### src/rtl/pfd_pkg.sv
package pfd_pkg;

    typedef enum logic [1:0] {
        PD_RELEASED = 2'd0,
        PD_PUMP_UP  = 2'd1,
        PD_PUMP_DN  = 2'd2
    } pd_state_e;

    typedef struct packed {
        logic data;
        logic oe;
        logic lock;
    } pd_out_t;

    localparam pd_out_t PD_OUT_IDLE = '{data: 1'b0, oe: 1'b0, lock: 1'b1};

endpackage

### src/rtl/pfd_sync.sv
module pfd_sync #(
    parameter int STAGES = 2
) (
    input  logic clk,
    input  logic rst,
    input  logic din,
    output logic dout
);
    typedef struct packed {
        logic [STAGES-1:0] chain;
    } sync_regs_t;

    sync_regs_t regs_d, regs_q;

    generate
        if (STAGES < 2) begin : g_bad_depth
            initial $error("pfd_sync: STAGES must be at least 2");
        end
    endgenerate

    always_comb begin
        regs_d       = regs_q;
        regs_d.chain = {regs_q.chain[STAGES-2:0], din};
    end

    always_ff @(posedge clk) begin
        if (rst) regs_q <= '0;
        else     regs_q <= regs_d;
    end

    assign dout = regs_q.chain[STAGES-1];

endmodule

### src/rtl/pfd_edge.sv
module pfd_edge (
    input  logic clk,
    input  logic rst,
    input  logic level,
    output logic rise
);
    typedef struct packed {
        logic prev;
    } edge_regs_t;

    edge_regs_t regs_d, regs_q;

    always_comb begin
        regs_d      = regs_q;
        regs_d.prev = level;
    end

    always_ff @(posedge clk) begin
        if (rst) regs_q <= '0;
        else     regs_q <= regs_d;
    end

    assign rise = level & ~regs_q.prev;

    AST_RISE_SINGLE_CYCLE: assert property (@(posedge clk) disable iff (rst)
        rise |=> !rise);

endmodule

### src/rtl/pfd_core.sv
module pfd_core
    import pfd_pkg::*;
(
    input  logic      clk,
    input  logic      rst,
    input  logic      ref_rise,
    input  logic      fb_rise,
    output pd_state_e state
);
    typedef struct packed {
        pd_state_e st;
    } core_regs_t;

    core_regs_t regs_d, regs_q;

    always_comb begin
        regs_d = regs_q;
        unique case (regs_q.st)
            PD_RELEASED: begin
                if (ref_rise && !fb_rise)      regs_d.st = PD_PUMP_UP;
                else if (fb_rise && !ref_rise) regs_d.st = PD_PUMP_DN;
            end
            PD_PUMP_UP: begin
                if (fb_rise) regs_d.st = PD_RELEASED;
            end
            PD_PUMP_DN: begin
                if (ref_rise) regs_d.st = PD_RELEASED;
            end
            default: regs_d.st = PD_RELEASED;
        endcase
    end

    always_ff @(posedge clk) begin
        if (rst) regs_q <= '{st: PD_RELEASED};
        else     regs_q <= regs_d;
    end

    assign state = regs_q.st;

    AST_REF_STARTS_UP: assert property (@(posedge clk) disable iff (rst)
        (regs_q.st == PD_RELEASED && ref_rise && !fb_rise) |=> regs_q.st == PD_PUMP_UP);
    AST_UP_HOLDS: assert property (@(posedge clk) disable iff (rst)
        (regs_q.st == PD_PUMP_UP && !fb_rise) |=> regs_q.st == PD_PUMP_UP);
    AST_UP_RELEASES: assert property (@(posedge clk) disable iff (rst)
        (regs_q.st == PD_PUMP_UP && fb_rise) |=> regs_q.st == PD_RELEASED);
    AST_FB_STARTS_DN: assert property (@(posedge clk) disable iff (rst)
        (regs_q.st == PD_RELEASED && fb_rise && !ref_rise) |=> regs_q.st == PD_PUMP_DN);
    AST_DN_HOLDS: assert property (@(posedge clk) disable iff (rst)
        (regs_q.st == PD_PUMP_DN && !ref_rise) |=> regs_q.st == PD_PUMP_DN);
    AST_BOTH_RELEASE: assert property (@(posedge clk) disable iff (rst)
        (ref_rise && fb_rise) |=> regs_q.st == PD_RELEASED);
    AST_NO_DIRECT_SWAP: assert property (@(posedge clk) disable iff (rst)
        (regs_q.st == PD_PUMP_UP) |=> regs_q.st != PD_PUMP_DN);

endmodule

### src/rtl/pfd_encode.sv
module pfd_encode
    import pfd_pkg::*;
#(
    parameter bit OUT_REG = 1'b0
) (
    input  logic      clk,
    input  logic      rst,
    input  pd_state_e state,
    output pd_out_t   out
);
    pd_out_t out_d;

    always_comb begin
        out_d = PD_OUT_IDLE;
        unique case (state)
            PD_PUMP_UP: out_d = '{data: 1'b1, oe: 1'b1, lock: 1'b0};
            PD_PUMP_DN: out_d = '{data: 1'b0, oe: 1'b1, lock: 1'b0};
            default:    out_d = PD_OUT_IDLE;
        endcase
    end

    generate
        if (OUT_REG) begin : g_registered
            pd_out_t out_q;
            always_ff @(posedge clk) begin
                if (rst) out_q <= PD_OUT_IDLE;
                else     out_q <= out_d;
            end
            assign out = out_q;
        end else begin : g_direct
            assign out = out_d;
        end
    endgenerate

endmodule

### src/rtl/pfd_tristate_detector.sv
module pfd_tristate_detector
    import pfd_pkg::*;
#(
    parameter int SYNC_STAGES = 2,
    parameter bit OUT_REG     = 1'b0
) (
    input  logic clk,
    input  logic rst,
    input  logic ref_in,
    input  logic fb_in,
    output logic err_data,
    output logic err_oe,
    output logic lock_pulse
);
    localparam int NUM_CH = 2;
    localparam int CH_REF = 0;
    localparam int CH_FB  = 1;

    logic [NUM_CH-1:0] raw_in;
    logic [NUM_CH-1:0] synced;
    logic [NUM_CH-1:0] rises;
    pd_state_e         state;
    pd_out_t           enc;

    assign raw_in[CH_REF] = ref_in;
    assign raw_in[CH_FB]  = fb_in;

    generate
        for (genvar ch = 0; ch < NUM_CH; ch++) begin : g_chan
            pfd_sync #(.STAGES(SYNC_STAGES)) u_sync (
                .clk  (clk),
                .rst  (rst),
                .din  (raw_in[ch]),
                .dout (synced[ch])
            );
            pfd_edge u_edge (
                .clk   (clk),
                .rst   (rst),
                .level (synced[ch]),
                .rise  (rises[ch])
            );
        end
    endgenerate

    pfd_core u_core (
        .clk      (clk),
        .rst      (rst),
        .ref_rise (rises[CH_REF]),
        .fb_rise  (rises[CH_FB]),
        .state    (state)
    );

    pfd_encode #(.OUT_REG(OUT_REG)) u_enc (
        .clk   (clk),
        .rst   (rst),
        .state (state),
        .out   (enc)
    );

    assign err_data   = enc.data;
    assign err_oe     = enc.oe;
    assign lock_pulse = enc.lock;

    AST_RELEASED_DATA_LOW: assert property (@(posedge clk) disable iff (rst)
        !err_oe |-> !err_data);
    AST_LOCK_TRACKS_RELEASE: assert property (@(posedge clk) disable iff (rst)
        lock_pulse == !err_oe);
    AST_FALL_NO_START: assert property (@(posedge clk) disable iff (rst)
        ($fell(synced[CH_REF]) && !rises[CH_FB] && state == PD_RELEASED)
            |=> state == PD_RELEASED);

endmodule

### config.mk
export PLATFORM = sky130hd
export DESIGN_NAME = pfd_tristate_detector
export DESIGN_NICKNAME = d
export VERILOG_FILES = /design/src/rtl/pfd_pkg.sv /design/src/rtl/pfd_sync.sv /design/src/rtl/pfd_edge.sv /design/src/rtl/pfd_core.sv /design/src/rtl/pfd_encode.sv /design/src/rtl/pfd_tristate_detector.sv
export SDC_FILE = /design/constraint.sdc
export NUM_CORES = 1
export LEC_CHECK = 0
export BUFFER_PORTS_ARGS = -buffer_cell sky130_fd_sc_hd__buf_2
export CAP_MARGIN = 20
export CELL_PAD_IN_SITES_DETAIL_PLACEMENT = 1
export CELL_PAD_IN_SITES_GLOBAL_PLACEMENT = 1
export CORE_AREA = 3 3 40 42
export DETAILED_ROUTE_END_ITERATION = 10
export DIE_AREA = 0 0 43 45
export PLACE_DENSITY = 0.59
export SETUP_SLACK_MARGIN = 0.4
export SYNTH_ARGS = -nofsm -noshare
export SYNTH_HDL_FRONTEND = slang
export SYNTH_HIERARCHICAL = 1
export SYNTH_SLANG_ARGS = --single-unit
### constraint.sdc
create_clock -name clk -period 1.4 [get_ports clk]
set_input_delay 0.14 -clock clk [delete_from_list [all_inputs] [get_ports clk]]
set_output_delay 0.14 -clock clk [all_outputs]
set_load 0.02 [all_outputs]
### Yosys cells after proc, flatten, opt, wreduce, memory -nomap -nowiden

Cells that the tools add are included.

* output and inout port bits: 3
* flip-flop bits (word level): 8
* logic and storage cells: 26

* reduce and logical (&&, ||, !) cells: 6
* muxes and demuxes: 6
* bitwise operators: 4
* equal/unequal tests: 5

Operators by type and width (number)
* 2-bit two-way mux: 4
* 2-bit one-hot mux with 3 select lines: 1
* 3-bit one-hot mux with 2 select lines: 1
* 2-bit by 1-bit inequality test with 1-bit output (second input constant): 2
* 3-bit by 1-bit inequality test with 1-bit output (second input constant): 1
* 3-bit AND reduction: 1
* 1-bit bitwise AND: 2
* 2-bit by 1-bit == test with 1-bit output (second input constant): 1
* 2-bit == test (second input constant): 1
* 1-bit logical AND: 2
* 1-bit logical NOT: 2
* 2-bit logical NOT: 1
* 1-bit inverter: 2

### Longest topological paths before layout

* depth after elaboration: 7
* depth in mapped cells: 5

### Modules after synthesis

Netlist, hierarchy kept.

By module, submodules not included
* pfd_sync: area an instance 52.6 sq um, instances 2, sequential area each 40.0 sq um, cells an instance 4
* pfd_core: area an instance 101.3 sq um, instances 1, sequential area each 40.0 sq um, cells an instance 10
* pfd_edge: area an instance 47.5 sq um, instances 2, sequential area each 20.0 sq um, cells an instance 3
* pfd_encode: area an instance 20.0 sq um, instances 1, sequential area each 0.0 sq um, cells an instance 3

### Least setup slack after synthesis

No wires, ideal clock.

* path kind: register -> register
* start: reg g_chan[1].u_sync.regs_q[1]
* end: reg u_core.regs_q[0] (netlist: u_core/state[0])
* period minus slack after synthesis: 1.356 ns
* stages on the path, launching flop included: 6
* path buffers: 0
* arrival: 1.270 ns
* required time: 1.314 ns
* slack: 0.044 ns
* library setup time: 0.086 ns
* cell sequence: dfxtp_1 > nor2b_4 > inv_1 > ha_1 > or3b_1 > a211oi_1

* longest elaborated chain between the ends: 5

Ends and longest elaborated chain
* from (decl): RTL line pfd_sync.sv:13 `sync_regs_t regs_d, regs_q;`
* from (signal assigned): RTL line pfd_sync.sv:28 `else regs_q <= regs_d;`
* 1-bit bitwise AND *: RTL line pfd_edge.sv:23 `assign rise = level & ~regs_q.prev;`
* named net rises[1]: RTL line pfd_tristate_detector.sv:21 `logic [NUM_CH-1:0] rises;`
* 1-bit logical NOT: RTL line pfd_core.sv:20 `if (ref_rise && !fb_rise) regs_d.st = PD_PUMP_UP;`
* 1-bit logical AND: RTL line pfd_core.sv:20
* 3-bit by 1-bit inequality test with 1-bit output (no line) / 2-bit two-way mux (equally long branches)
* 3-bit AND reduction (no line) / 2-bit one-hot mux with 3 select lines (equally long branches)
* to (signal assigned): RTL line pfd_core.sv:34 `if (rst) regs_q <= '{st: PD_RELEASED};`
* to (signal assigned): RTL line pfd_core.sv:35 `else regs_q <= regs_d;`
* to (decl): RTL line pfd_core.sv:14 `core_regs_t regs_d, regs_q;`

The timed path passes the listed nets; every way through them passes the cells marked *.
A chain may end at the register's enable or synchronous reset.

### Worst setup path after layout

Ends and elaborated chain as after synthesis.

==> results.txt <==
The starting density of the core is approximately a quarter. The pre-CTS setup slack is -0.0107 ns. At the worst endpoint, the required time is 1.57 ns. The total count of hold-check failures in the final report came out at 0.

The die boundary height is ~45 µm. TritonCTS built the clock tree. The number of DRC markers in iteration 0 came out at 0. The I/O pin count is 7. The number of buffers added by the clock tree synthesis step is 3.

The final worst-path setup slack is slightly above 0.05 ns. In this run the static leakage power is 0.175 nW. After technology mapping, the gate count stands at 27. The final setup violation count came out at 0. The fraction of final layout cells sized beyond drive strength 1 came out at between 50% and 60%. The overall power of the completed layout is about 0.00048 W. The actual transition at the worst max-transition pin came out at approximately 0.24 ns. The cell type of the slowest stage on the worst timing path is sky130_fd_sc_hd__or3b_1.

The layout-stage area growth over the synthesis result is 34.2%. The peak fanout along the critical path is 2. Of all flip-flops after synthesis, the portion carrying an async set or reset was 0%. In the post-synthesis netlist, the cell with the most instances is sky130_fd_sc_hd__dfxtp_1. The number of flops mapped to enable cells by yosys is 0. In this run the number of H-tree levels came out at 1. The most used flip-flop cell after synthesis is sky130_fd_sc_hd__dfxtp_1.

The worst-case hold slack is around 0.10 ns. The core region is 1280 µm². The residual DRC count came out at 0. The post-route antenna net violation count came out at 0. The post-synthesis instance area came out at between 300 and 400 µm². The average wire length per cell after detail routing is 10.2 µm. The number of max-cap violations is 0. The maximum frequency from static timing analysis came out at around 0.74 GHz.

The final core area utilization is about a third. On the critical path the largest part of the delay comes from simple AND/OR/NAND/NOR gates. The routed layout has around 220 vias. The post-synthesis average cell area came out at roughly 12 µm².

The number of antenna violations at the first check in global routing came out at 0. Walking the worst path, the cells encountered are nor2b_4 -> inv_2 -> ha_4 -> or3b_1 -> a211oi_2. The pin count of the biggest net entering global routing is 9. The horizontal die dimension came out at approximately 43 µm. Dividing the final minimum period by the clock period gives a little over nine tenths. Summing the sequential cell areas from Yosys gives 49.8% of the chip area. The clock-pin slew on the worst setup and hold paths came out at roughly 0.050 ns. The detailed-route vias per instance is ~4.2. The number of sinks on the clock net came out at 8. The classification of the worst-slack hold path is input port to flip-flop.

The maximum clock skew at final layout is between 0.0008 and 0.0009 ns. The global-route wire length before repair came out at ~830 µm. In the post-synthesis netlist, the biggest area contributors are sky130_fd_sc_hd__dfxtp_1 50%, sky130_fd_sc_hd__nor2b_4 17%, sky130_fd_sc_hd__ha_1 7.8%. In the global route stage, overall resource usage came out at 6.42%. The number of global-route vias before repair is 210. The buffering stage count on the worst path with inverters included is 1.

The critical path's largest stage delay came out at between 0.3 and 0.4 ns. The count of buffers inserted at the top-level ports came out at 6. Sorting the synthesized cells by how often they occur yields 8 x sky130_fd_sc_hd__dfxtp_1, 4 x sky130_fd_sc_hd__nor2b_1, 4 x sky130_fd_sc_hd__nor2b_4.

The clock tree buffer depth came out at 2. The routed wire length is ~530 µm. For this run, the number of Yosys warnings is 6. The final RePlAce weighted congestion came out at 0.612.

The maximum resistive drop on vdd came out at around 0.00038 V. The latest clock arrival within the worst-skew pair came out at around 0.25 ns. The signal arrival time at the worst endpoint came out at between 1.5 and 2 ns. For this run the aggregate overflow at the end of global routing stands at 0. The worst setup path is captured at a flip-flop.

The post-layout net count is 45. The post-route setup TNS came out at 0 ns. The category of the critical setup timing path is flip-flop to flip-flop. The relative slew slack is between 80 and 90%.

The flow ran to the end, and the final reports show no timing, DRC or antenna violations. The final number of max-transition violations is 0. The number of hold buffers added after CTS was 0. The worst setup path is launched from a flip-flop.

The shortest clock period the worst path allows after layout came out at 1.35 ns. The number of inserted diodes came out at 0. The library cell occupying the most area in the post-synthesis netlist is sky130_fd_sc_hd__dfxtp_1. The total nets after synthesis is 33. The area fraction of the dominant cell type after synthesis came out at approximately 50%. The clock tree root buffer cell is sky130_fd_sc_hd__clkbuf_4. Setup repair after global routing could not meet its margin everywhere. Fill cells in the final layout number ~150. The count of state elements after synthesis came out at 8.

The distinct cell type count after synthesis came out at 9. The total number of placement rows is 13. The cell area power density came out at 1100 nW/µm². The die covers around 1900 µm². The length of the first detailed-routing pass in iterations is 1.
## path summary, 6_finish.rpt
path | endpoint | from | slack, ns | cells after the start
setup / recovery | u_core/state[0] | g_chan[1].u_sync/regs_q[1] | 0.05 | 5
hold / removal | g_chan[1].u_sync/regs_q[0] | fb_in | 0.10 | 2
setup reg to reg | u_core/state[0] | g_chan[1].u_sync/regs_q[1] | 0.05 | 5
hold reg to reg | g_chan[1].u_sync/regs_q[1] | g_chan[1].u_sync/regs_q[0] | 0.44 | 1
## cells by family (layout without fill, tap and decap cells)
group | Yosys count | after routing | share of synthesized area, %
flops | 8 | 8 | 49.8
simple gates | 12 | 12 | 34.2
compound gates | 2 | 2 | 4.67
buf+inv | 3 | 13 | 3.50
fa+ha+maj | 2 | 2 | 7.78
## timing repair
| item | 4_1_cts | 5_1_grt |
|---|---|---|
| gates resized for setup | 2 | 6 |
| setup endpoints to repair | 5 | 5 |
| gates cloned | 0 | 0 |
| setup buffers | 0 | 1 |
| pin swaps | 2 | 2 |
## metrics by stage
step                std cells  instance area (µm²)
floorplan                  27                  323
global placement           48                  372
detailed placement         48                  372
CTS                        51                  402
global route               52                  432
finish                     52                  432
## where the power goes
group / switching [W] / leakage [nW] / internal (W)
registers: 0.00000546 / 0.0668 / 0.000239
clock network: 0.0000712 / 0.0138 / 0.0000976
logic: 0.0000293 / 0.0942 / 0.0000329
total: 0.000106 / 0.175 / 0.000370
## routing by layer
| layer | vias up | wire [µm] | track usage [%] |
|---|---|---|---|
| li1 | 106 | - | - |
| met2 | 8 | 273 | 9.88 |
| met4 | 0 | 17 | 5.42 |
| met5 | - | 0 | 0 |
| met1 | 100 | 199 | 6.30 |
| met3 | 2 | 39 | 3.59 |
## flip-flops by register name (all words and copies together) (netlist names)
signal                flops
u_core/state              2
g_chan.u_sync/regs_q      4
g_chan.u_edge/regs_q      2
## layout by cell type (no fill, tap or decap)
cell type	count
sky130_fd_sc_hd__nor2b_4	4
sky130_fd_sc_hd__or3b_1	1
sky130_fd_sc_hd__dfxtp_2	3
sky130_fd_sc_hd__or2b_1	2
sky130_fd_sc_hd__or3_1	1
sky130_fd_sc_hd__buf_4	3
sky130_fd_sc_hd__nor2b_1	4
sky130_fd_sc_hd__ha_1	1
sky130_fd_sc_hd__inv_2	2
sky130_fd_sc_hd__ha_4	1
sky130_fd_sc_hd__clkbuf_4	3
sky130_fd_sc_hd__buf_2	4
sky130_fd_sc_hd__dfxtp_1	5
sky130_fd_sc_hd__inv_1	1
sky130_fd_sc_hd__a211oi_2	2
## final cells by class
class / count / area, µm² / area share, %
multi-input cells: 16 / 173 / 40.0
flip-flops and latches: 8 / 164 / 38.0
repair buffers: 7 / 42.5 / 9.86
clock buffers: 3 / 22.5 / 5.22
well taps: 15 / 18.8 / 4.35
inverters: 3 / 11.3 / 2.61
Note: power is estimated with default switching activity, not from simulation.
